`src/rtl/hsk_pkg.sv`:
```
package hsk_pkg;
  typedef enum logic [2:0] {
    ST_IDLE,
    ST_LEAD,
    ST_WAIT,
    ST_SETTLE,
    ST_TAIL,
    ST_RELEASE
  } hsk_state_e;

  localparam int unsigned SYNC_STAGES = 2;
endpackage

```
`src/rtl/hsk_sync.sv`:
```
module hsk_sync #(
  parameter int unsigned STAGES = 2
) (
  input  logic clk,
  input  logic rst_n,
  input  logic d,
  output logic q
);
  logic [STAGES-1:0] sh;

  generate
    if (STAGES == 1) begin : g_one
      always_ff @(posedge clk) begin
        if (!rst_n) sh <= '0;
        else        sh <= d;
      end
    end else begin : g_chain
      always_ff @(posedge clk) begin
        if (!rst_n) sh <= '0;
        else        sh <= {sh[STAGES-2:0], d};
      end
    end
  endgenerate

  assign q = sh[STAGES-1];
endmodule

```
`src/rtl/hsk_gap_timer.sv`:
```
module hsk_gap_timer #(
  parameter int unsigned W = 8
) (
  input  logic         clk,
  input  logic         rst_n,
  input  logic         load,
  input  logic [W-1:0] load_val,
  output logic         expired
);
  logic [W-1:0] cnt;

  always_ff @(posedge clk) begin
    if (!rst_n)          cnt <= '0;
    else if (load)       cnt <= load_val;
    else if (cnt != '0)  cnt <= cnt - 1'b1;
  end

  assign expired = (cnt == '0);
endmodule

```
`src/rtl/hsk_bus_master.sv`:
```
module hsk_bus_master
  import hsk_pkg::*;
#(
  parameter int unsigned AW        = 16,
  parameter int unsigned DW        = 16,
  parameter int unsigned SKEW_CYC  = 2,
  parameter int unsigned SETUP_CYC = 1,
  parameter int unsigned TMO_CYC   = 40
) (
  input  logic          clk,
  input  logic          rst_n,
  input  logic          req_valid,
  output logic          req_ready,
  input  logic          req_write,
  input  logic [AW-1:0] req_addr,
  input  logic [DW-1:0] req_wdata,
  output logic          rsp_valid,
  output logic          rsp_err,
  output logic [DW-1:0] rsp_rdata,
  output logic          busy,
  output logic [AW-1:0] bus_addr,
  output logic          bus_rw,
  output logic [DW-1:0] bus_wdata,
  output logic          bus_wen,
  output logic          bus_drive,
  output logic          bus_mrdy,
  input  logic          bus_srdy,
  input  logic [DW-1:0] bus_rdata
);
  localparam int unsigned SAMP_CYC = SKEW_CYC + SETUP_CYC;
  localparam int unsigned MAXV     = (TMO_CYC > SAMP_CYC) ? TMO_CYC : SAMP_CYC;
  localparam int unsigned TW       = $clog2(MAXV + 1);
  localparam logic [TW-1:0] L_SKEW = TW'(SKEW_CYC - 1);
  localparam logic [TW-1:0] L_SAMP = TW'(SAMP_CYC - 1);
  localparam logic [TW-1:0] L_TMO  = TW'(TMO_CYC - 1);

  hsk_state_e    state;
  logic          srdy_s;
  logic          t_load;
  logic [TW-1:0] t_val;
  logic          t_exp;
  logic          rw_q;
  logic          err_q;
  logic [AW-1:0] addr_q;
  logic [DW-1:0] wdata_q;
  logic [DW-1:0] rdata_q;

  hsk_sync #(.STAGES(SYNC_STAGES)) u_sync (
    .clk(clk), .rst_n(rst_n), .d(bus_srdy), .q(srdy_s)
  );

  hsk_gap_timer #(.W(TW)) u_timer (
    .clk(clk), .rst_n(rst_n), .load(t_load), .load_val(t_val), .expired(t_exp)
  );

  always_comb begin
    t_load = 1'b0;
    t_val  = L_SKEW;
    unique case (state)
      ST_IDLE: t_load = req_valid;
      ST_LEAD: begin
        t_load = t_exp;
        t_val  = L_TMO;
      end
      ST_WAIT: begin
        t_load = srdy_s || t_exp;
        t_val  = (srdy_s && rw_q) ? L_SAMP : L_SKEW;
      end
      ST_SETTLE: t_load = t_exp;
      default: t_load = 1'b0;
    endcase
  end

  always_ff @(posedge clk) begin
    if (!rst_n) begin
      state     <= ST_IDLE;
      rw_q      <= 1'b0;
      err_q     <= 1'b0;
      addr_q    <= '0;
      wdata_q   <= '0;
      rdata_q   <= '0;
      rsp_valid <= 1'b0;
      rsp_err   <= 1'b0;
      rsp_rdata <= '0;
    end else begin
      rsp_valid <= 1'b0;
      rsp_err   <= 1'b0;
      unique case (state)
        ST_IDLE: if (req_valid) begin
          addr_q  <= req_addr;
          rw_q    <= ~req_write;
          wdata_q <= req_wdata;
          err_q   <= 1'b0;
          rdata_q <= '0;
          state   <= ST_LEAD;
        end
        ST_LEAD: if (t_exp) state <= ST_WAIT;
        ST_WAIT: begin
          if (srdy_s)     state <= rw_q ? ST_SETTLE : ST_TAIL;
          else if (t_exp) begin
            err_q <= 1'b1;
            state <= ST_TAIL;
          end
        end
        ST_SETTLE: if (t_exp) begin
          rdata_q <= bus_rdata;
          state   <= ST_TAIL;
        end
        ST_TAIL: if (t_exp) state <= ST_RELEASE;
        ST_RELEASE: if (!srdy_s) begin
          rsp_valid <= 1'b1;
          rsp_err   <= err_q;
          rsp_rdata <= (rw_q && !err_q) ? rdata_q : '0;
          state     <= ST_IDLE;
        end
        default: state <= ST_IDLE;
      endcase
    end
  end

  assign busy      = (state != ST_IDLE);
  assign req_ready = (state == ST_IDLE);
  assign bus_drive = (state == ST_LEAD) || (state == ST_WAIT) ||
                     (state == ST_SETTLE) || (state == ST_TAIL);
  assign bus_mrdy  = (state == ST_WAIT) || (state == ST_SETTLE);
  assign bus_addr  = addr_q;
  assign bus_rw    = rw_q;
  assign bus_wdata = wdata_q;
  assign bus_wen   = bus_drive && !rw_q;
endmodule

```
`config.mk`:
```
export PLATFORM = sky130hd
export DESIGN_NAME = hsk_bus_master
export DESIGN_NICKNAME = d
export VERILOG_FILES = /design/src/rtl/hsk_pkg.sv /design/src/rtl/hsk_sync.sv /design/src/rtl/hsk_gap_timer.sv /design/src/rtl/hsk_bus_master.sv
export SDC_FILE = /design/constraint.sdc
export NUM_CORES = 1
export LEC_CHECK = 0
export BUFFER_PORTS_ARGS = -buffer_cell sky130_fd_sc_hd__buf_2
export CORE_MARGIN = 2
export CORE_UTILIZATION = 43
export DETAILED_ROUTE_END_ITERATION = 8
export GPL_ROUTABILITY_DRIVEN = 1
export PLACE_DENSITY = 0.7
export SYNTH_ARGS = -nofsm -noshare
export SYNTH_HDL_FRONTEND = slang
export SYNTH_SLANG_ARGS = --single-unit
```
`constraint.sdc`:
```
create_clock -name clk -period 1.95 [get_ports clk]
set_input_delay 0.39 -clock clk [delete_from_list [all_inputs] [get_ports clk]]
set_output_delay 0.39 -clock clk [all_outputs]
set_load 0.03 [all_outputs]
```
# Word-level counts from Yosys, hierarchy flattened
# Index checks and enable logic that the tools add are counted.
# Widths: inputs -> output; s select.
dict set report word_totals {
  word_cells 75
  inputBits 53
  output_inout_bits 56
  register_bits 79
}
dict set report op_classes {
  addsub 1
  n_eq_ne 12
  reduce_logical 25
  n_mux 22
  bitwise 4
}
# cell n
set op_table {}
lappend op_table {{$mux 16} 3}
lappend op_table {{$pmux 16 s2} 1}
lappend op_table {{$mux 3} 7}
lappend op_table {{$pmux 3 s6} 1}
lappend op_table {{$ne 2x2->1 const B} 7}
lappend op_table {{$mux 6} 2}
lappend op_table {{$pmux 6 s2} 1}
lappend op_table {{$reduce_and 4->1} 2}
lappend op_table {{$eq 3x2->1 const B} 2}
lappend op_table {{$eq 3x3->1 const B} 2}
lappend op_table {{$logic_not 6->1} 1}
lappend op_table {{$reduce_and 2->1} 3}
lappend op_table {{$reduce_bool 2->1} 3}
lappend op_table {{$reduce_bool 6->1} 1}
lappend op_table {{$sub 6x1->6 const B} 1}
lappend op_table {{$logic_or 1x1->1} 5}
lappend op_table {{$mux 1} 4}
lappend op_table {{$not 1->1} 4}
lappend op_table {{$eq 3x1->1 const B} 1}
lappend op_table {{$logic_and 1x1->1} 3}
lappend op_table {{$logic_not 3->1} 1}
lappend op_table {{$pmux 1 s3} 1}
lappend op_table {{$reduce_and 3->1} 1}
lappend op_table {{$reduce_bool 3->1} 1}
lappend op_table {{other kinds (5)} 6}

# Logic depth before layout (Yosys ltp)
dict set report depth {
  word_depth 5
  ltp_mapped 7
  ltp_nobuf 6
}

# Hierarchy
# A second synthesis with hierarchy kept.
dict set report hier_totals {
  cells_unflattened 351
  area_unflattened_um2 3078.0
}
# module area_each_um2 seq_area_each_um2 n_inst cells_per_inst
set modules_own_cells {}
lappend modules_own_cells {hsk_bus_master 2668.8 1421.4 1 304}
lappend modules_own_cells {hsk_gap_timer 356.6 120.1 1 43}
lappend modules_own_cells {hsk_sync 52.6 40.0 1 4}

# Worst setup path after synthesis
# No wires, ideal clock.
dict set report synth_timing {
  path_kind {register to output}
  start {reg state[0]}
  end {out bus_wen}
  setup_slack_ns -0.361
  path_buffers 2
  required_time_ns 1.560
  path_stages_with_launch 6
  t_arrival_ns 1.921
  path_cell_list {dfxtp_1 > buf_2 > clkbuf_1 > nor2_1 > xnor2_1 > nor2b_1}
}
dict set report synth_between {
  elab_chain_cells 5
  elab_cells_between_ends 8
  cone_classes {eq/ne: 4; reduce/logical: 4}
}
# item line_no
set synth_rtl {}
lappend synth_rtl {{from (decl)} hsk_bus_master.sv:37} ;# hsk_state_e state;
lappend synth_rtl {{from (signal assigned)} hsk_bus_master.sv:99} ;# if (srdy_s) state <= rw_q ? ST_SETTLE : ST_TAIL;
lappend synth_rtl {{$eq 3x1->1 or $eq 3x2->1 (tied branches)} hsk_bus_master.sv:123} ;# assign bus_drive = (state == ST_LEAD) || (state == ST_WAIT) ||
lappend synth_rtl {{$logic_or 1x1->1 (2 in series)} hsk_bus_master.sv:123}
lappend synth_rtl {{$logic_or 1x1->1 *} hsk_bus_master.sv:124} ;# (state == ST_SETTLE) || (state == ST_TAIL);
lappend synth_rtl {{via bus_drive} hsk_bus_master.sv:25} ;# output logic bus_drive,
lappend synth_rtl {{$logic_and 1x1->1 *} hsk_bus_master.sv:129} ;# assign bus_wen = bus_drive && !rw_q;
lappend synth_rtl {{to (decl)} hsk_bus_master.sv:24} ;# output logic bus_wen,
# Mark *: on every way through the listed nets, which the timed path passes. The rest lies on a longest branch.

# Final worst setup path
dict set report layout_timing {
  start {reg state[0]}
  end {out bus_wen}
}
dict set report layout_between {
  elab_chain_cells 5
  elab_cells_between_ends 8
  cone_classes {eq/ne: 4; reduce/logical: 4}
}
# item line_no
set layout_rtl {}
lappend layout_rtl {{$eq 3x1->1 or $eq 3x2->1 (tied branches)} hsk_bus_master.sv:123}
lappend layout_rtl {{$logic_or 1x1->1 (2 in series)} hsk_bus_master.sv:123}
lappend layout_rtl {{$logic_or 1x1->1 *} hsk_bus_master.sv:124}
lappend layout_rtl {{$logic_and 1x1->1 *} hsk_bus_master.sv:129}
# Every way passes the cells marked *; elsewhere a longest branch is shown, timed or not.

==> summary.txt <==
Worst setup path
  • Worst path cell trace: buf_4, nor2_2, xnor2_2, nor2b_2, clkbuf_4
  • R2r setup slk: 0.17 ns
  • Critical Path Start: state[0]$_SDFFE_PN0P_
  • Worst path required time: 1.56 ns
  • Arr. time, crit path: 1.47 ns
  • Worst flop-to-flop path endpoint: u_timer.cnt[1]$_SDFFE_PN0P_
  • WP buf/inv: 2
  • Cell family with most CP delay: buffers and inverters
  • Critical path depth: 5
  • Crit Path Max Fanout: 17
  • Crit path capture: bus_wen
  • R2r startpoint: u_timer.cnt[2]$_SDFFE_PN0P_
  • Slowest library cell on the worst path: dfxtp_1
  • R2r worst-path depth: 4
  • Crit path launch type: register
  • Setup CP Type: register to output pin
  • Critical path capture point type: output pin
  • Max stage delay on crit path: 0.31 ns

Clocking
  • H-Tree Depth: 3
  • Post-CTS Setup Inserts: 0
  • Clk sink count: 79
  • Post-cts gate resize count: 2
  • Clk_lat worst skew: 0.35 ns
  • Clock Tree Buf Depth: 2
  • Hold_buf cts: 0
  • Clock slew at reported path FFs: 0.08 ns
  • CTS Buf Count: 9
  • Root buf cell: clkbuf_8
  • CTS tree: yes

Die
  • Die Wd: 90.3 um
  • Vert. Die Dim: 90.3 um
  • Row count: 31
  • Boundary pin count: 109
  • Core region area: 7210 um^2
  • DIE AREA: 8150 um^2
  • Initial Utilization: 44.4%

GRT
  • Initial antenna violation count: 0
  • Largest net degree at the start of global routing: 53
  • Total Routing Usage GR: 18.6%
  • Vias in the first global route: 2,746
  • Global-route wire length before repair: 12.5 mm
  • Gr ovfl total: 0

STA
  • Worst Max-Slew Pin Slew: 0.644 ns
  • Final Skew: 0.00791 ns
  • Fin Setup TNS: 0 ns
  • Final Max Slew Viols: 0
  • Post-route minimum period: 1.86 ns
  • Final setup vio count: 0
  • Final period util: 95.3%
  • Unrepaired setup endpoints after global routing: no
  • Max_slew headroom: 57.0%
  • Final WS setup: 0.0926 ns
  • Final hold viol count: 0
  • Worst hold slack: 0.211 ns
  • Max Fclk: 0.538 GHz

Flow run
  • Max-cap violation count: 0

Logic synthesis
  • Seq cells post-synth: 79
  • Number of synthesized flops with an enable pin: 0
  • Ys Warns: 0
  • Post-synth top flop: dfxtp_1
  • Post-synthesis sequential area ratio: 49.4%
  • Mean Syn Cell Area: 8.80 um^2
  • Cell Area, Synth: 3200 um^2
  • Synth unique cells: 48
  • Syn nets: 419
  • Synth async-reset ratio: 0%
  • Post-Syn Instances: 364

Detailed routing
  • Detailed Route Iter0 Violations: 177
  • DR vias: 2,917
  • Wire per inst: 13.0 um
  • DRT Wirelength: 7.53 mm
  • DRC errors left: 0
  • Via/cell ratio: 5.04
  • 1st-pass router iterations: 4
  • Routed Antenna Nets: 0

Final layout
  • Fraction of layout cells with a size suffix above 1: 32.3%
  • Final layout net count: 530
  • Ant diodes: 0
  • Area grow syn2layout: 30.4%
  • Final design utilization: 57.9%

Place
  • GPL Wtd Cong: 0.870
  • Port buffer count: 108
  • Place WS: 0.0863 ns
  • DP HPWL: 5.18 mm

Pwr
  • Lkg Pwr: 1.84 nW
  • Max VDD drop: 0.601 mV
  • Pwr per Cell Area: 1210 nW/um^2

Min path
  • Hold Path Cell Cnt: 2
  • HP Class: input pin to register

Status
  • Outcome: complete, no violations
-- area by class of cell --
cell class / instances / area [um^2]
Clock buffer: 9 / 124
Clock inverter: 7 / 88.8
Fill cell: 694 / 3040
Inverter: 8 / 30.0
Multi-Input combinational cell: 250 / 1530
Sequential cell: 79 / 1580
Tap cell: 99 / 124
Timing Repair Buffer: 127 / 698
-- synth_stat cells, drive strengths merged (2+ instances only) --
cell type / instances / area, um^2
nand3: 18 / 90.1
nand2: 87 / 327
buf: 14 / 71.3
xnor2: 5 / 43.8
inv: 7 / 26.3
clkbuf: 13 / 48.8
nor2: 7 / 26.3
mux2i: 2 / 20.0
o21ai: 6 / 30.0
dfxtp: 79 / 1580
and3: 3 / 18.8
nand2b: 3 / 18.8
and2: 2 / 12.5
nor2b: 4 / 25.0
nor3b: 2 / 20.0
ha: 2 / 25.0
a21boi: 46 / 345
a21oi: 15 / 75.1
a22o: 16 / 140
o22ai: 2 / 12.5
nor3: 7 / 35.0
-- per-layer routing --
metal / vias up / GRT usage [%] / wire, um
li1: 1473 / - / -
met1: 1346 / 23.5 / 3450
met2: 88 / 29.4 / 3460
met3: 10 / 5.93 / 533
met4: 0 / 7.69 / 93
met5: - / 0 / 0
-- report_power, final --
part | switching (mW) | internal (mW) | leakage, nW
logic | 1.16 | 0.714 | 1.09
clock network | 0.659 | 0.618 | 0.104
registers | 0.122 | 1.78 | 0.643
-- registers in the layout, indices dropped and copies added, names as in the netlist --
name and count:
bus_addr 16, bus_rw 1, bus_wdata 16, err_q 1, rdata_q 16, rsp_err 1, rsp_rdata 16, rsp_valid 1
state 3, u_sync.sh 2, u_timer.cnt 6
-- per-stage QoR --
stage               instances  instance area (um^2)  power [mW]
floorplan                 364                  3220        3.19
global placement          563                  3930        3.71
detailed placement        563                  3930        3.74
CTS                       579                  4150        5.05
global route              579                  4180        5.36
finish                    579                  4180        5.05
-- logic make-up (layout without fill, tap and decap cells) --
group / Yosys count / in the layout / synth area share (%)
buffers and inverters: 35 / 151 / 4.69
adder cells (fa/ha/maj): 2 / 2 / 0.781
AND/OR/NAND/NOR: 142 / 142 / 20.5
flip-flops: 79 / 79 / 49.4
multiplexers: 2 / 2 / 0.625
XOR/XNOR: 5 / 5 / 1.37
AO/OA/AOI/OAI: 99 / 99 / 22.7
-- layout by cell type, fill, tap and decap left out, types with 6 or more instances in the layout --
| master | instances |
|---|---|
| buf_2 | 107 |
| nand2_1 | 87 |
| dfxtp_1 | 79 |
| a21boi_0 | 46 |
| nand3_1 | 18 |
| buf_4 | 18 |
| a22o_1 | 16 |
| a21oi_1 | 15 |
| clkbuf_8 | 9 |
| inv_1 | 7 |
| o21ai_0 | 6 |
| nor2_1 | 6 |
-- worst min-delay path by stage --
stage                             from                 endpoint  slack (ns)
2_1_floorplan  u_sync.sh[0]$_SDFF_PN0_  u_sync.sh[1]$_SDFF_PN0_        0.41
3_3_place_gp   u_sync.sh[0]$_SDFF_PN0_  u_sync.sh[1]$_SDFF_PN0_        0.42
3_5_place_dp   u_sync.sh[0]$_SDFF_PN0_  u_sync.sh[1]$_SDFF_PN0_        0.42
4_1_cts                      req_write      bus_rw$_SDFFE_PN0P_        0.20
5_1_grt                      req_write      bus_rw$_SDFFE_PN0P_        0.21
6_report                     req_write      bus_rw$_SDFFE_PN0P_        0.21
(Power assumes the default switching activity.)
